==> src/rtl/i2cp_pkg.sv <==
package i2cp_pkg;
    localparam int REG_W      = 8;
    localparam int PTR_W      = 4;
    localparam int NUM_REGS   = 10;
    localparam int FIRST_EXT  = 2;
    localparam int STRAP_W    = 3;
    localparam int PORT_W     = 2 * REG_W;
    localparam int SYNC_DEPTH = 2;
    localparam int FILT_TAPS  = 3;
    localparam int BITCNT_W   = $clog2(REG_W + 1);
    localparam logic [3:0] ADDR_FIXED = 4'b1100;
    localparam int AI_BIT     = PTR_W;

    typedef enum logic [3:0] {
        S_IDLE, S_ADDR, S_AACK, S_CMD, S_CACK,
        S_WDAT, S_WACK, S_RDAT, S_RACK, S_WSTOP
    } st_e;

    typedef struct packed {
        logic start;
        logic stop;
        logic rise;
        logic fall;
        logic sda;
    } bus_ev_t;

    function automatic logic is_ext(input logic [PTR_W-1:0] p);
        return (int'(p) >= FIRST_EXT) && (int'(p) < NUM_REGS);
    endfunction

    function automatic logic [PTR_W-1:0] ptr_next(input logic [PTR_W-1:0] p, input logic ai);
        if (!ai) return p;
        if (int'(p) == NUM_REGS - 1) return '0;
        return p + 1'b1;
    endfunction
endpackage

==> src/rtl/i2cp_glitch_filter.sv <==
module i2cp_glitch_filter #(
    parameter int SYNC = 2,
    parameter int TAPS = 3
) (
    input  logic clk,
    input  logic rst,
    input  logic din,
    output logic dout
);
    localparam int MAJ = TAPS / 2;

    logic [SYNC-1:0] sync_q;
    logic [TAPS-1:0] hist_q;

    always_ff @(posedge clk) begin
        if (rst) begin
            sync_q <= '1;
            hist_q <= '1;
            dout   <= 1'b1;
        end else begin
            sync_q <= {sync_q[SYNC-2:0], din};
            hist_q <= {hist_q[TAPS-2:0], sync_q[SYNC-1]};
            dout   <= ($countones(hist_q) > MAJ);
        end
    end
endmodule

==> src/rtl/i2cp_edge_detect.sv <==
module i2cp_edge_detect
    import i2cp_pkg::*;
(
    input  logic    clk,
    input  logic    rst,
    input  logic    scl_f,
    input  logic    sda_f,
    output bus_ev_t ev
);
    logic scl_q, sda_q;

    always_ff @(posedge clk) begin
        if (rst) begin
            scl_q <= 1'b1;
            sda_q <= 1'b1;
        end else begin
            scl_q <= scl_f;
            sda_q <= sda_f;
        end
    end

    always_comb begin
        ev.start = scl_f & scl_q & sda_q & ~sda_f;
        ev.stop  = scl_f & scl_q & ~sda_q & sda_f;
        ev.rise  = scl_f & ~scl_q;
        ev.fall  = ~scl_f & scl_q;
        ev.sda   = sda_f;
    end
endmodule

==> src/rtl/i2cp_core.sv <==
module i2cp_core
    import i2cp_pkg::*;
(
    input  logic               clk,
    input  logic               rst,
    input  bus_ev_t            ev,
    input  logic [STRAP_W-1:0] strap_i,
    input  logic [PORT_W-1:0]  port_i,
    input  logic [REG_W-1:0]   rd_data_i,
    output logic               sda_oe_o,
    output logic               wr_en_o,
    output logic [PTR_W-1:0]   wr_idx_o,
    output logic [REG_W-1:0]   wr_data_o,
    output logic [PTR_W-1:0]   ptr_o,
    output logic               ai_o,
    output st_e                st_o
);
    st_e                 st;
    logic [BITCNT_W-1:0] rcnt;
    logic [2:0]          tcnt;
    logic [REG_W-1:0]    sh, tx, src_byte;
    logic                rw, mack, receiving, byte_done;

    assign receiving = (st == S_ADDR) || (st == S_CMD) || (st == S_WDAT);
    assign byte_done = receiving && ev.fall && (int'(rcnt) == REG_W);

    always_comb begin
        if (ptr_o == '0)        src_byte = port_i[REG_W-1:0];
        else if (ptr_o == 4'd1) src_byte = port_i[PORT_W-1:REG_W];
        else if (is_ext(ptr_o)) src_byte = rd_data_i;
        else                    src_byte = '0;
    end

    // receive shifter and bit counter
    always_ff @(posedge clk) begin
        if (rst || ev.start) begin
            sh   <= '0;
            rcnt <= '0;
        end else if (receiving && ev.rise) begin
            sh   <= {sh[REG_W-2:0], ev.sda};
            rcnt <= rcnt + 1'b1;
        end else if (byte_done) begin
            rcnt <= '0;
        end
    end

    always_ff @(posedge clk) begin
        if (rst) begin
            st        <= S_IDLE;
            tcnt      <= '0;
            tx        <= '0;
            rw        <= 1'b0;
            mack      <= 1'b0;
            ptr_o     <= '0;
            ai_o      <= 1'b0;
            sda_oe_o  <= 1'b0;
            wr_en_o   <= 1'b0;
            wr_idx_o  <= '0;
            wr_data_o <= '0;
        end else begin
            wr_en_o <= 1'b0;
            if (ev.start) begin
                st       <= S_ADDR;
                sda_oe_o <= 1'b0;
            end else if (ev.stop) begin
                st       <= S_IDLE;
                sda_oe_o <= 1'b0;
            end else begin
                case (st)
                    S_ADDR: if (byte_done) begin
                        if (sh[REG_W-1:1] == {ADDR_FIXED, strap_i}) begin
                            rw       <= sh[0];
                            sda_oe_o <= 1'b1;
                            st       <= S_AACK;
                        end else begin
                            st <= S_IDLE;
                        end
                    end
                    S_AACK: if (ev.fall) begin
                        if (rw) begin
                            tx       <= src_byte;
                            sda_oe_o <= ~src_byte[REG_W-1];
                            tcnt     <= '0;
                            st       <= S_RDAT;
                        end else begin
                            sda_oe_o <= 1'b0;
                            st       <= S_CMD;
                        end
                    end
                    S_CMD: if (byte_done) begin
                        ptr_o    <= sh[PTR_W-1:0];
                        ai_o     <= sh[AI_BIT];
                        sda_oe_o <= 1'b1;
                        st       <= S_CACK;
                    end
                    S_CACK, S_WACK: if (ev.fall) begin
                        sda_oe_o <= 1'b0;
                        st       <= S_WDAT;
                    end
                    S_WDAT: if (byte_done) begin
                        if (is_ext(ptr_o)) begin
                            wr_en_o   <= 1'b1;
                            wr_idx_o  <= ptr_o;
                            wr_data_o <= sh;
                        end
                        ptr_o    <= ptr_next(ptr_o, ai_o);
                        sda_oe_o <= 1'b1;
                        st       <= S_WACK;
                    end
                    S_RDAT: if (ev.fall) begin
                        if (tcnt == 3'd7) begin
                            sda_oe_o <= 1'b0;
                            ptr_o    <= ptr_next(ptr_o, ai_o);
                            st       <= S_RACK;
                        end else begin
                            tx       <= {tx[REG_W-2:0], 1'b0};
                            sda_oe_o <= ~tx[REG_W-2];
                            tcnt     <= tcnt + 1'b1;
                        end
                    end
                    S_RACK: begin
                        if (ev.rise) mack <= ~ev.sda;
                        if (ev.fall) begin
                            if (mack) begin
                                tx       <= src_byte;
                                sda_oe_o <= ~src_byte[REG_W-1];
                                tcnt     <= '0;
                                st       <= S_RDAT;
                            end else begin
                                st <= S_WSTOP;
                            end
                        end
                    end
                    default: ;
                endcase
            end
        end
    end

    assign st_o = st;
endmodule

==> src/rtl/i2c_ptr_slave.sv <==
module i2c_ptr_slave
    import i2cp_pkg::*;
(
    input  logic               clk,
    input  logic               rst,
    input  logic               scl_i,
    input  logic               sda_i,
    output logic               sda_oe_o,
    input  logic [STRAP_W-1:0] strap_i,
    input  logic [PORT_W-1:0]  port_i,
    input  logic [REG_W-1:0]   rd_data_i,
    output logic [PTR_W-1:0]   ptr_o,
    output logic               wr_en_o,
    output logic [PTR_W-1:0]   wr_idx_o,
    output logic [REG_W-1:0]   wr_data_o
);
    localparam int NUM_LINES = 2;

    logic [NUM_LINES-1:0] raw, filt;
    bus_ev_t              ev;
    logic                 ai_w;
    st_e                  st_w;

    assign raw = {sda_i, scl_i};

    for (genvar g = 0; g < NUM_LINES; g++) begin : g_line
        i2cp_glitch_filter #(.SYNC(SYNC_DEPTH), .TAPS(FILT_TAPS)) u_filt (
            .clk (clk),
            .rst (rst),
            .din (raw[g]),
            .dout(filt[g])
        );
    end

    i2cp_edge_detect u_edge (
        .clk  (clk),
        .rst  (rst),
        .scl_f(filt[0]),
        .sda_f(filt[1]),
        .ev   (ev)
    );

    i2cp_core u_core (
        .clk      (clk),
        .rst      (rst),
        .ev       (ev),
        .strap_i  (strap_i),
        .port_i   (port_i),
        .rd_data_i(rd_data_i),
        .sda_oe_o (sda_oe_o),
        .wr_en_o  (wr_en_o),
        .wr_idx_o (wr_idx_o),
        .wr_data_o(wr_data_o),
        .ptr_o    (ptr_o),
        .ai_o     (ai_w),
        .st_o     (st_w)
    );
endmodule

==> config.mk <==
export PLATFORM = sky130hd
export DESIGN_NAME = i2c_ptr_slave
export DESIGN_NICKNAME = d
export VERILOG_FILES = /design/src/rtl/i2cp_pkg.sv /design/src/rtl/i2cp_glitch_filter.sv /design/src/rtl/i2cp_edge_detect.sv /design/src/rtl/i2cp_core.sv /design/src/rtl/i2c_ptr_slave.sv
export SDC_FILE = /design/constraint.sdc
export NUM_CORES = 1
export LEC_CHECK = 0
export BUFFER_PORTS_ARGS = -buffer_cell sky130_fd_sc_hd__buf_4
export CAP_MARGIN = 20
export CORE_MARGIN = 2
export CORE_UTILIZATION = 40
export CTS_BUF_LIST = sky130_fd_sc_hd__clkbuf_16
export CTS_CLUSTER_DIAMETER = 30
export DETAILED_ROUTE_END_ITERATION = 10
export GPL_ROUTABILITY_DRIVEN = 1
export RECOVER_POWER = 100
export SYNTH_ARGS = -nofsm -noshare
export SYNTH_HDL_FRONTEND = slang
export SYNTH_SLANG_ARGS = --single-unit
export TNS_END_PERCENT = 5
==> constraint.sdc <==
create_clock -name clk -period 2.2 [get_ports clk]
set_input_delay 0.11 -clock clk [delete_from_list [all_inputs] [get_ports clk]]
set_output_delay 0.11 -clock clk [all_outputs]
set_load 0.01 [all_outputs]
Word-level counts from Yosys, hierarchy flattened:

Cells that the tools add are included.

* flip-flop bits (word level): 61
* input port bits: 31
* output and inout port bits: 18
* logic and storage cells: 193

* $add $sub $neg: 7
* $lt $le $gt $ge: 4
* equal/unequal tests: 34
* multiplexer cells: 82
* bitwise gates (word level): 17
* reductions and logical operators: 27

Operators by type and width (count)
* 4-bit two-way mux: 21
* 32-bit by 1-bit adder with 32-bit output: 2
* 32-bit by 2-bit greater-than comparator with 1-bit output (second input constant): 2
* 7-bit two-way mux: 6
* 1-bit two-way mux: 39
* 9-bit AND reduction: 4
* 4-bit by 2-bit != test with 1-bit output (second input constant): 8
* 4-bit one-hot mux with 7 select lines: 1
* 8-bit two-way mux: 3
* 2-bit by 1-bit != test with 1-bit output (second input constant): 11
* 3-bit two-way mux: 7
* 7-bit one-hot mux with 3 select lines: 1
* 4-bit by 3-bit equality test with 1-bit output (second input constant): 4
* 4-bit equality test (second input constant): 3
* 4-bit one-hot mux with 3 select lines: 1
* 1-bit NOT: 10
* 5-bit AND reduction: 2
* 3-bit one-hot mux with 3 select lines: 1
* 9-bit nonzero test: 1
* 4-bit by 1-bit adder with 4-bit output (second input constant): 2
* 4-bit by 1-bit equality test with 1-bit output (second input constant): 2
* 4-bit by 2-bit equality test with 1-bit output (second input constant): 2
* 4-bit AND reduction: 2
* 1-bit AND: 7
* 20 further kinds: 29

Logic depth before layout (Yosys ltp):

Gate-level depths: netlist (run 1).

* depth in word-level cells: 20
* mapped depth: 9
* depth with buffers taken out: 7

By module:

From an unflattened synthesis (run 1), not the netlist that was laid out.

* cell total of the unflattened synthesis: 374
* area, all modules: 3138.0 sq um

By module, submodules not included
* i2cp_core: times used 1, cells each 339, area an instance 2700.1 sq um, sequential area each 940.9 sq um
* i2cp_glitch_filter: times used 2, cells each 13, area an instance 172.7 sq um, sequential area each 120.1 sq um
* i2cp_edge_detect: times used 1, cells each 9, area an instance 92.6 sq um, sequential area each 40.0 sq um

Worst setup path after synthesis (run 1):

No wires, ideal clock.

* path kind: register -> register
* from: register u_core.rcnt[0]
* to: register u_core.wr_data_o[1]
* setup time: 0.128 ns
* arrival: 1.738 ns
* data required time: 2.072 ns
* slack: 0.334 ns
* stages on the path, launching flop included: 10
* path buffers: 2
* period minus slack after synthesis: 1.866 ns
* cells stage by stage: dfxtp_1 inv_1 ha_1 and3b_2 nand2_2 or4_4 buf_6 buf_12 mux2i_1 nor2_1

* word-level cells in the longest chain between the ends: 3

Ends and longest elaborated chain
* start: declaration: RTL line i2cp_core.sv:19 `logic [BITCNT_W-1:0] rcnt;`
* start signal: assignment: RTL line i2cp_core.sv:41 `rcnt <= rcnt + 1'b1;`
* 4-bit equality test: RTL line i2cp_core.sv:25 `assign byte_done = receiving && ev.fall && (int'(rcnt) == REG_W);`
* 1-bit logical AND: RTL line i2cp_core.sv:25
* 5-bit AND reduction (no source line)
* end signal: assignment: RTL line i2cp_core.sv:104 `wr_data_o <= sh;`
* end: declaration: RTL line i2cp_core.sv:13 `output logic [REG_W-1:0] wr_data_o,`

No other way between the ends.
A chain may end at the register's enable or synchronous reset.

Worst setup path after layout (run 1):

* from: register u_core.st[1] (netlist: u_core.st_o[1])
* to: register u_core.ptr_o[0]

* word-level cells in the longest chain between the ends: 7
* elaborated cells between the ends (all ways): 15
* those cells by class: eq/ne (8); mux (1); reduce/logical (6)

Ends and longest elaborated chain
* start: declaration: RTL line i2cp_core.sv:18 `st_e st;`
* start signal: assignment: RTL line i2cp_core.sv:49 `st <= S_IDLE;`
* start signal: assignment: RTL line i2cp_core.sv:63 `st <= S_ADDR;`
* start signal: assignment: RTL line i2cp_core.sv:66 `st <= S_IDLE;`
* 4-bit by 1-bit equality test with 1-bit output or 4-bit by 2-bit equality test with 1-bit output (tied branches): RTL line i2cp_core.sv:24, i2cp_core.sv:69
* 1-bit logical OR (2 in a row): RTL line i2cp_core.sv:24 `assign receiving = (st == S_ADDR) || (st == S_CMD) || (st == S_WDAT);`
* 1-bit logical AND (2 in a row): RTL line i2cp_core.sv:25
* 2-bit by 1-bit != test with 1-bit output (no source line)
* 7-bit AND reduction (no source line)
* end signal: assignment: RTL line i2cp_core.sv:91 `ptr_o <= sh[PTR_W-1:0];`
* end signal: assignment: RTL line i2cp_core.sv:106 `ptr_o <= ptr_next(ptr_o, ai_o);`
* end signal: assignment: RTL line i2cp_core.sv:113 `ptr_o <= ptr_next(ptr_o, ai_o);`
* end: declaration: RTL line i2cp_core.sv:14 `output logic [PTR_W-1:0] ptr_o,`

Several ways; a longest one is shown, not always the timed one.

==> results of run 1 <==
## cells in the mapped netlist (all sizes together) (3+ instances only)
cell / count / share of area [%]
o211ai: 3 / 0.72
a311oi: 7 / 2.0
inv: 12 / 1.4
mux2i: 22 / 7.1
xnor2: 4 / 1.1
clkbuf: 12 / 1.4
nand2b: 4 / 1.0
nor2: 37 / 4.5
a211o: 3 / 0.85
nor2b: 4 / 0.81
o21ai: 14 / 2.3
nand3: 13 / 2.1
or3: 4 / 0.81
o32ai: 3 / 0.85
ha: 6 / 2.4
o31ai: 7 / 1.7
nor3: 3 / 0.48
a211oi: 12 / 3.1
a21oi: 22 / 3.5
or2: 14 / 2.8
buf: 15 / 3.4
a31oi: 5 / 1.2
nand2: 35 / 4.3
dfxtp: 61 / 39
xor2: 4 / 1.1
## worst max-delay path by stage
stage / depth (start not counted) / from / endpoint
3_3_place_gp: 6 / u_core.st_o[2] / u_core.rcnt[3]
2_1_floorplan: 9 / u_core.rcnt[0] / u_core.wr_data_o[1]
4_1_cts: 6 / u_core.st_o[2] / u_core.rcnt[3]
5_1_grt: 6 / u_core.st_o[2] / u_core.ptr_o[1]
6_report: 7 / u_core.st_o[1] / u_core.ptr_o[0]
3_5_place_dp: 6 / u_core.st_o[2] / u_core.rcnt[3]
## metrics by stage
step           cell area (um2)  power (W)
2_1_floorplan             3107   0.001188
3_3_place_gp              3563   0.001245
3_5_place_dp              3563   0.001247
4_1_cts                   3876   0.002606
5_1_grt                   3804   0.002670
6_report                  3804   0.002579
## cell type report
type | count | area (um2)
Inverter | 12 | 45.04
Sequential cell | 61 | 1221
Tap cell | 102 | 127.6
Multi-Input combinational cell | 261 | 1694
Timing Repair Buffer | 66 | 422.9
Clock inverter | 7 | 67.56
Fill cell | 764 | 3804
Clock buffer | 9 | 225.2
## metal layers
| layer | track usage (%) | vias up | part of all wire (%) |
|---|---|---|---|
| met5 | 0 | - | 0 |
| met4 | 8.209 | 0 | 1.9 |
| met3 | 5.588 | 13 | 4.9 |
| met2 | 29.90 | 61 | 47 |
| met1 | 23.23 | 1274 | 46 |
| li1 | - | 1399 | - |
## registers in the layout, summed over array words and instances, names as in the netlist, 2 cells and up
name,cells
g_line.u_filt.dout,2
g_line.u_filt.hist_q,6
g_line.u_filt.sync_q,4
u_core.ptr_o,4
u_core.rcnt,4
u_core.sh,8
u_core.st_o,4
u_core.tcnt,3
u_core.tx,7
u_core.wr_data_o,8
u_core.wr_idx_o,4
## power groups by stage
stage	registers (W)	logic (W)	clock network (W)
floorplan	0.00114	0.0000491	0
detailed placement	0.00114	0.000107	0
global placement	0.00114	0.000106	0
global route	0.00112	0.000120	0.00143
finish	0.00112	0.000109	0.00135
CTS	0.00112	0.000111	0.00138
## worst max-delay path, cell delays in order (launching register included)
cell	delay (ns)
dfxtp_1	0.50
clkbuf_1	0.31
buf_4	0.20
nand3_1	0.08
nand2_1	0.07
a41oi_1	0.08
or4_1	0.52
a31oi_1	0.16
## kinds of logic (layout without fill, tap and decap cells)
logic type | Yosys count | after routing | share of synthesized area (%)
xor+xnor | 8 | 8 | 2.255
fa+ha+maj | 6 | 6 | 2.416
buf+inv | 39 | 94 | 6.322
compound gates | 95 | 95 | 21.63
flops | 61 | 61 | 39.31
mux | 22 | 22 | 7.088
simple gates | 130 | 130 | 20.98
## repair_timing
| action | 4_1_cts | 5_1_grt |
|---|---|---|
| resized for setup | 0 | 1 |
| buffers inserted | 0 | 0 |
| setup endpoints to repair | 0 | 1 |
| hold buffers | 2 | 0 |
| endpoints found under the hold margin | 2 | 0 |
==> impl_metrics.env, run 1 <==
export IMPL_crit_fanout=10
export IMPL_finalSetupViolCount=0
export IMPL_path_class="reg2reg"
export IMPL_cts_tree="yes"
export IMPL_reg2reg_to="u_core.ptr_o[0]"
export IMPL_grt_use_total_pct=18.67
export IMPL_power_share_sequential_pct=43.3
export IMPL_comb_power_share_pct=4.2
export IMPL_fmax_mhz=501.6
export IMPL_hold_path_depth=3
export IMPL_rows=32
export IMPL_hold_class="in2reg"
export IMPL_synthCells=361
export IMPL_slew_violations=0
export IMPL_r2r_slack_ns=0.21
export IMPL_diodes=0
export IMPL_dr_pass1_iters=4
export IMPL_powerDensity_nw_per_um2=678.2
export IMPL_cts_path_max_buffers=2
export IMPL_final_util_pct=50.00
export IMPL_wl_per_cell_um=14.27
export IMPL_grt_antenna_before_repair=0
export IMPL_worst_pin_slew_ns=0.8137
export IMPL_syn_nets=398
export IMPL_synth_seq_cells=61
export IMPL_io_buffers=48
export IMPL_irDropWorstVdd_mv=0.6085
export IMPL_drc=0
export IMPL_design_core_area_um2=7607
export IMPL_layout_cells_non_filler=518
export IMPL_drtIter0Drc=164
export IMPL_mostFrequentLayoutCell="dfxtp_1"
export IMPL_fp_dieH_um=92.13
export IMPL_async_flop_share_pct=0
export IMPL_yosysUniqueCellTypes=63
export IMPL_via_per_inst=5.303
export IMPL_grt_setup_unrepaired="false"
export IMPL_r2r_start="u_core.st_o[1]"
export IMPL_relSlewSlack_pct=45.76
export IMPL_grt_remaining_overflow=0
export IMPL_status="finished, final reports clean"
export IMPL_yosys_most_used_dff="dfxtp_1"
export IMPL_synth_edf_count=0
export IMPL_r2r_cells=7
export IMPL_dpl_cell_count=500
export IMPL_place_ws_ns=0.2473
export IMPL_grt_pass1_vias=2615
export IMPL_cp_arrival_ns=2.24
export IMPL_htreeDepth=3
export IMPL_tns_ns=0
export IMPL_period_minus_slack_ns=1.994
export IMPL_cellLeakagePower_nw=1.423
export IMPL_crit_path_end_kind="register"
export IMPL_swShare_pct=20.91
export IMPL_timing_max_cap_violations=0
export IMPL_die_area_um2=8488
export IMPL_switching_power_w=0.0005395
export IMPL_drt_total_wl_mm=7.393
export IMPL_p_int_w=0.002040
export IMPL_initial_core_util_pct=40.84
export IMPL_cts_buffers=9
export IMPL_finalClockSkew_ns=0.005300
export IMPL_timing_final_ws_setup_ns=0.2062
export IMPL_worstHoldEndpoint="u_core.tx[3]"
export IMPL_cts_root_buf="clkbuf_16"
export IMPL_ant_nets=0
export IMPL_vias=2747
export IMPL_holdWs_ns=0.2010
export IMPL_ios=49
export IMPL_insertion_delay_ns=0.32
export IMPL_hpwl_mm=5.196
export IMPL_ys_warn_count=0
export IMPL_clock_sinks=61
export IMPL_drive_above_1_share_pct=19.47
export IMPL_mostFrequentLayoutCells="61 x dfxtp_1, 41 x buf_4, 37 x nor2_1"
export IMPL_grt_pass1_wl_mm=12.46
export IMPL_path_clk_slew_ns=0.05
export IMPL_hp_start="rd_data_i[3]"
export IMPL_grt_max_degree=40
export IMPL_pwr_share_clk_pct=52.5
export IMPL_period_share_pct=90.63
export IMPL_syn_area_um2=3107
export IMPL_required_ns=2.45
export IMPL_start_kind="register"
export IMPL_gp_congestion=0.8917
export IMPL_hold_violations=0
export IMPL_areaGrowthSynthToFinish_pct=22.43
export IMPL_die_w_um=92.13
export IMPL_synth_seq_area_share_pct=39.31
export IMPL_synth_area_per_cell_um2=8.606
export IMPL_nets=448
Power figures use the tool's default switching activity.
==> run 2, diff against run 1 <==
--- a/config.mk
+++ b/config.mk
@@ -17,4 +17,5 @@
 export SYNTH_ARGS = -nofsm -noshare
 export SYNTH_HDL_FRONTEND = slang
+export SYNTH_HIERARCHICAL = 1
 export SYNTH_SLANG_ARGS = --single-unit
 export TNS_END_PERCENT = 5
==> constraint.sdc (replaced) <==
create_clock -name clk -period 2.2 [get_ports clk]
set_input_delay 0.11 -clock clk [delete_from_list [all_inputs] [get_ports clk]]
set_output_delay 0.11 -clock clk [all_outputs]
set_load 0.02 [all_outputs]
==> impl_metrics.env, run 2 <==
export IMPL_syn_area_um2=3138
export IMPL_grt_antenna_before_repair=0
export IMPL_seqCellArea_um2=1222
export IMPL_wl_per_cell_um=14.11
export IMPL_yosys_most_used_dff="dfxtp_1"
export IMPL_required_ns=2.46
export IMPL_die_w_um=92.57
export IMPL_cp_arrival_ns=2.28
export IMPL_via_per_inst=5.346
export IMPL_diodes=0
export IMPL_synth_area_leaders="dfxtp_1 39%, nand2_1 6.1%, a21oi_1 4.3%, mux2i_1 3.8%, o21ai_0 3.0%"
export IMPL_ios=49
export IMPL_mostFrequentLayoutCell="dfxtp_1"
export IMPL_powerDensity_nw_per_um2=704.7
export IMPL_synth_top_area_cell="dfxtp_1"
export IMPL_fillers=728
export IMPL_power_share_sequential_pct=40.9
export IMPL_irDropWorstVdd_mv=0.6087
export IMPL_vias=2844
export IMPL_pwr_share_clk_pct=55.3
export IMPL_hold_class="in2reg"
export IMPL_crit_fanout=14
export IMPL_slew_violations=0
export IMPL_path_class="reg2reg"
export IMPL_synth_simple_gate_area_share_pct=26.28
export IMPL_drt_total_wl_mm=7.504
export IMPL_mostFrequentLayoutCells="60 x dfxtp_1, 51 x nand2_1, 42 x buf_4"
export IMPL_postCtsSetupBuffers=0
export IMPL_synthCells=374
export IMPL_insertion_delay_ns=0.33
export IMPL_muxShareOfSynthArea_pct=3.828
export IMPL_grt_setup_unrepaired="false"
export IMPL_synth_fa_ha_area_share_pct=2.392
export IMPL_synth_area_per_cell_um2=8.390
export IMPL_yosys_top_cells_count="61 x dfxtp_1, 51 x nand2_1, 27 x a21oi_1"
export IMPL_grt_max_degree=49
export IMPL_hpwl_mm=5.295
export IMPL_p_int_w=0.002164
export IMPL_start_kind="register"
export IMPL_path_clk_slew_ns=0.05
export IMPL_drive_above_1_share_pct=16.74
export IMPL_synth_edf_count=0
export IMPL_grt_use_total_pct=18.39
export IMPL_yosysUniqueCellTypes=58
export IMPL_gp_congestion=0.8865
export IMPL_htreeDepth=3
export IMPL_die_area_um2=8569
export IMPL_worst_pin_slew_ns=0.5822
export IMPL_synth_compound_area_share_pct=21.57
export IMPL_period_minus_slack_ns=2.018
export IMPL_multi_input_area_um2=1752
export IMPL_drtIter0Drc=97
export IMPL_tns_ns=0
export IMPL_grt_pass1_vias=2624
export IMPL_cts_path_max_buffers=2
export IMPL_timing_max_cap_violations=0
export IMPL_rows=32
export IMPL_final_util_pct=50.69
export IMPL_grt_remaining_overflow=0
export IMPL_dr_pass1_iters=4
export IMPL_syn_nets=411
export IMPL_cts_root_buf="clkbuf_16"
export IMPL_ys_warn_count=6
export IMPL_swShare_pct=20.80
export IMPL_hold_violations=0
export IMPL_finalClockSkew_ns=0.006253
export IMPL_finalSetupViolCount=0
export IMPL_grt_pass1_wl_mm=12.59
export IMPL_io_buffers=48
export IMPL_clock_sinks=61
export IMPL_synth_most_common_cell="dfxtp_1"
export IMPL_cellLeakagePower_nw=1.367
export IMPL_ant_nets=0
export IMPL_cts_buffers=9
export IMPL_crit_path_end_kind="register"
export IMPL_netlist_area_leader_share_pct=38.92
export IMPL_design_core_area_um2=7647
export IMPL_cts_tree="yes"
export IMPL_status="finished, final reports clean"
export IMPL_finalPower_w=0.002732
export IMPL_switching_power_w=0.0005683
export IMPL_reg_top3="u_core/sh x8, u_core/wr_data_o x8, u_core/tx x7"
export IMPL_synth_top_family_by_area="simple AND/OR/NAND/NOR gates"
export IMPL_synth_seq_cells=61
export IMPL_async_flop_share_pct=0
export IMPL_nets=462
export IMPL_areaGrowthSynthToFinish_pct=23.52
export IMPL_fmax_mhz=495.5
export IMPL_drc=0
export IMPL_fp_dieH_um=92.57
export IMPL_relSlewSlack_pct=61.13
export IMPL_holdWs_ns=0.2171
export IMPL_synth_xor_area_share_pct=1.675
export IMPL_period_share_pct=91.74
export IMPL_comb_power_share_pct=3.8
export IMPL_initial_core_util_pct=41.03
export IMPL_synth_seq_area_share_pct=38.92
[run 2: changes by cell type after synthesis, sizes merged, moves of 8 or more]
| cell | previous run | this run |
|---|---|---|
| a21oi | 22 | 30 |
| nor2b | 4 | 13 |
| mux2i | 22 | 12 |
| nand2 | 35 | 51 |
| nor2 | 37 | 26 |
[run 2: cell type report]
cell class              instances  area share, %
repair buffers                 66          10.97
multi-input cells             280          45.19
flip-flops and latches         61          31.54
inverters                       7         0.6779
clock buffers                   9          5.810
clock inverters                 7          2.518
well taps                     102          3.292
[run 2: cell families after synthesis]
kind of cell	count (synthesis)
AOI/OAI and AO/OA	101
adders and majority gates	6
muxes	12
and+or+nand+nor	155
xor gates and xnor gates	6
buffers and inverters	33
DFF	61
[run 2: layer usage]
layer	part of all wire (%)	GRT usage, %	vias to the layer above
met5	0	0	-
met4	1.5	6.716	0
met3	3.7	4.068	10
met2	46	29.93	53
met1	49	23.90	1336
li1	-	-	1445
[run 2: power groups by stage]
stage	sequential (W)	clock (W)	combinational (W)
after detailed placement	0.00114	0	0.000102
final	0.00112	0.00151	0.000104
after floorplan	0.00114	0	0.0000480
after global routing	0.00112	0.00160	0.000114
after CTS	0.00112	0.00154	0.000105
after global placement	0.00114	0	0.000100
[run 2: repair_timing]
item	in CTS	in global routing
setup endpoints to repair	0	9
hold endpoints to repair	2	0
gates resized for setup	0	2
hold buffers	2	0
[run 2: critical path: stages, from the launching register on]
cell,delay [ns]
dfxtp_1,0.62
nor2b_1,0.36
a31oi_1,0.16
and3_1,0.24
a311oi_1,0.35
mux2i_1,0.22
[run 2: worst paths after layout]
kind	startpoint	endpoint	slack [ns]	cells past startpoint
worst max register to register	u_core/st_o[0]	u_core/sda_oe_o	0.18	5
worst min register to register	g_line[0].u_filt/sync_q[1]	g_line[0].u_filt/hist_q[0]	0.40	1
worst max-delay path	u_core/st_o[0]	u_core/sda_oe_o	0.18	5
worst min-delay path	rd_data_i[0]	u_core/tx[0]	0.22	5
[run 2: stage by stage]
stage                     cells  setup WS, ns  area, um2
after detailed placement    514        0.1572       3605
after floorplan             374        0.4012       3138
after CTS                   532        0.1585       3948
after global placement      514        0.1729       3605
after global routing        532     0.0004043       3876
final                       532        0.1817       3876
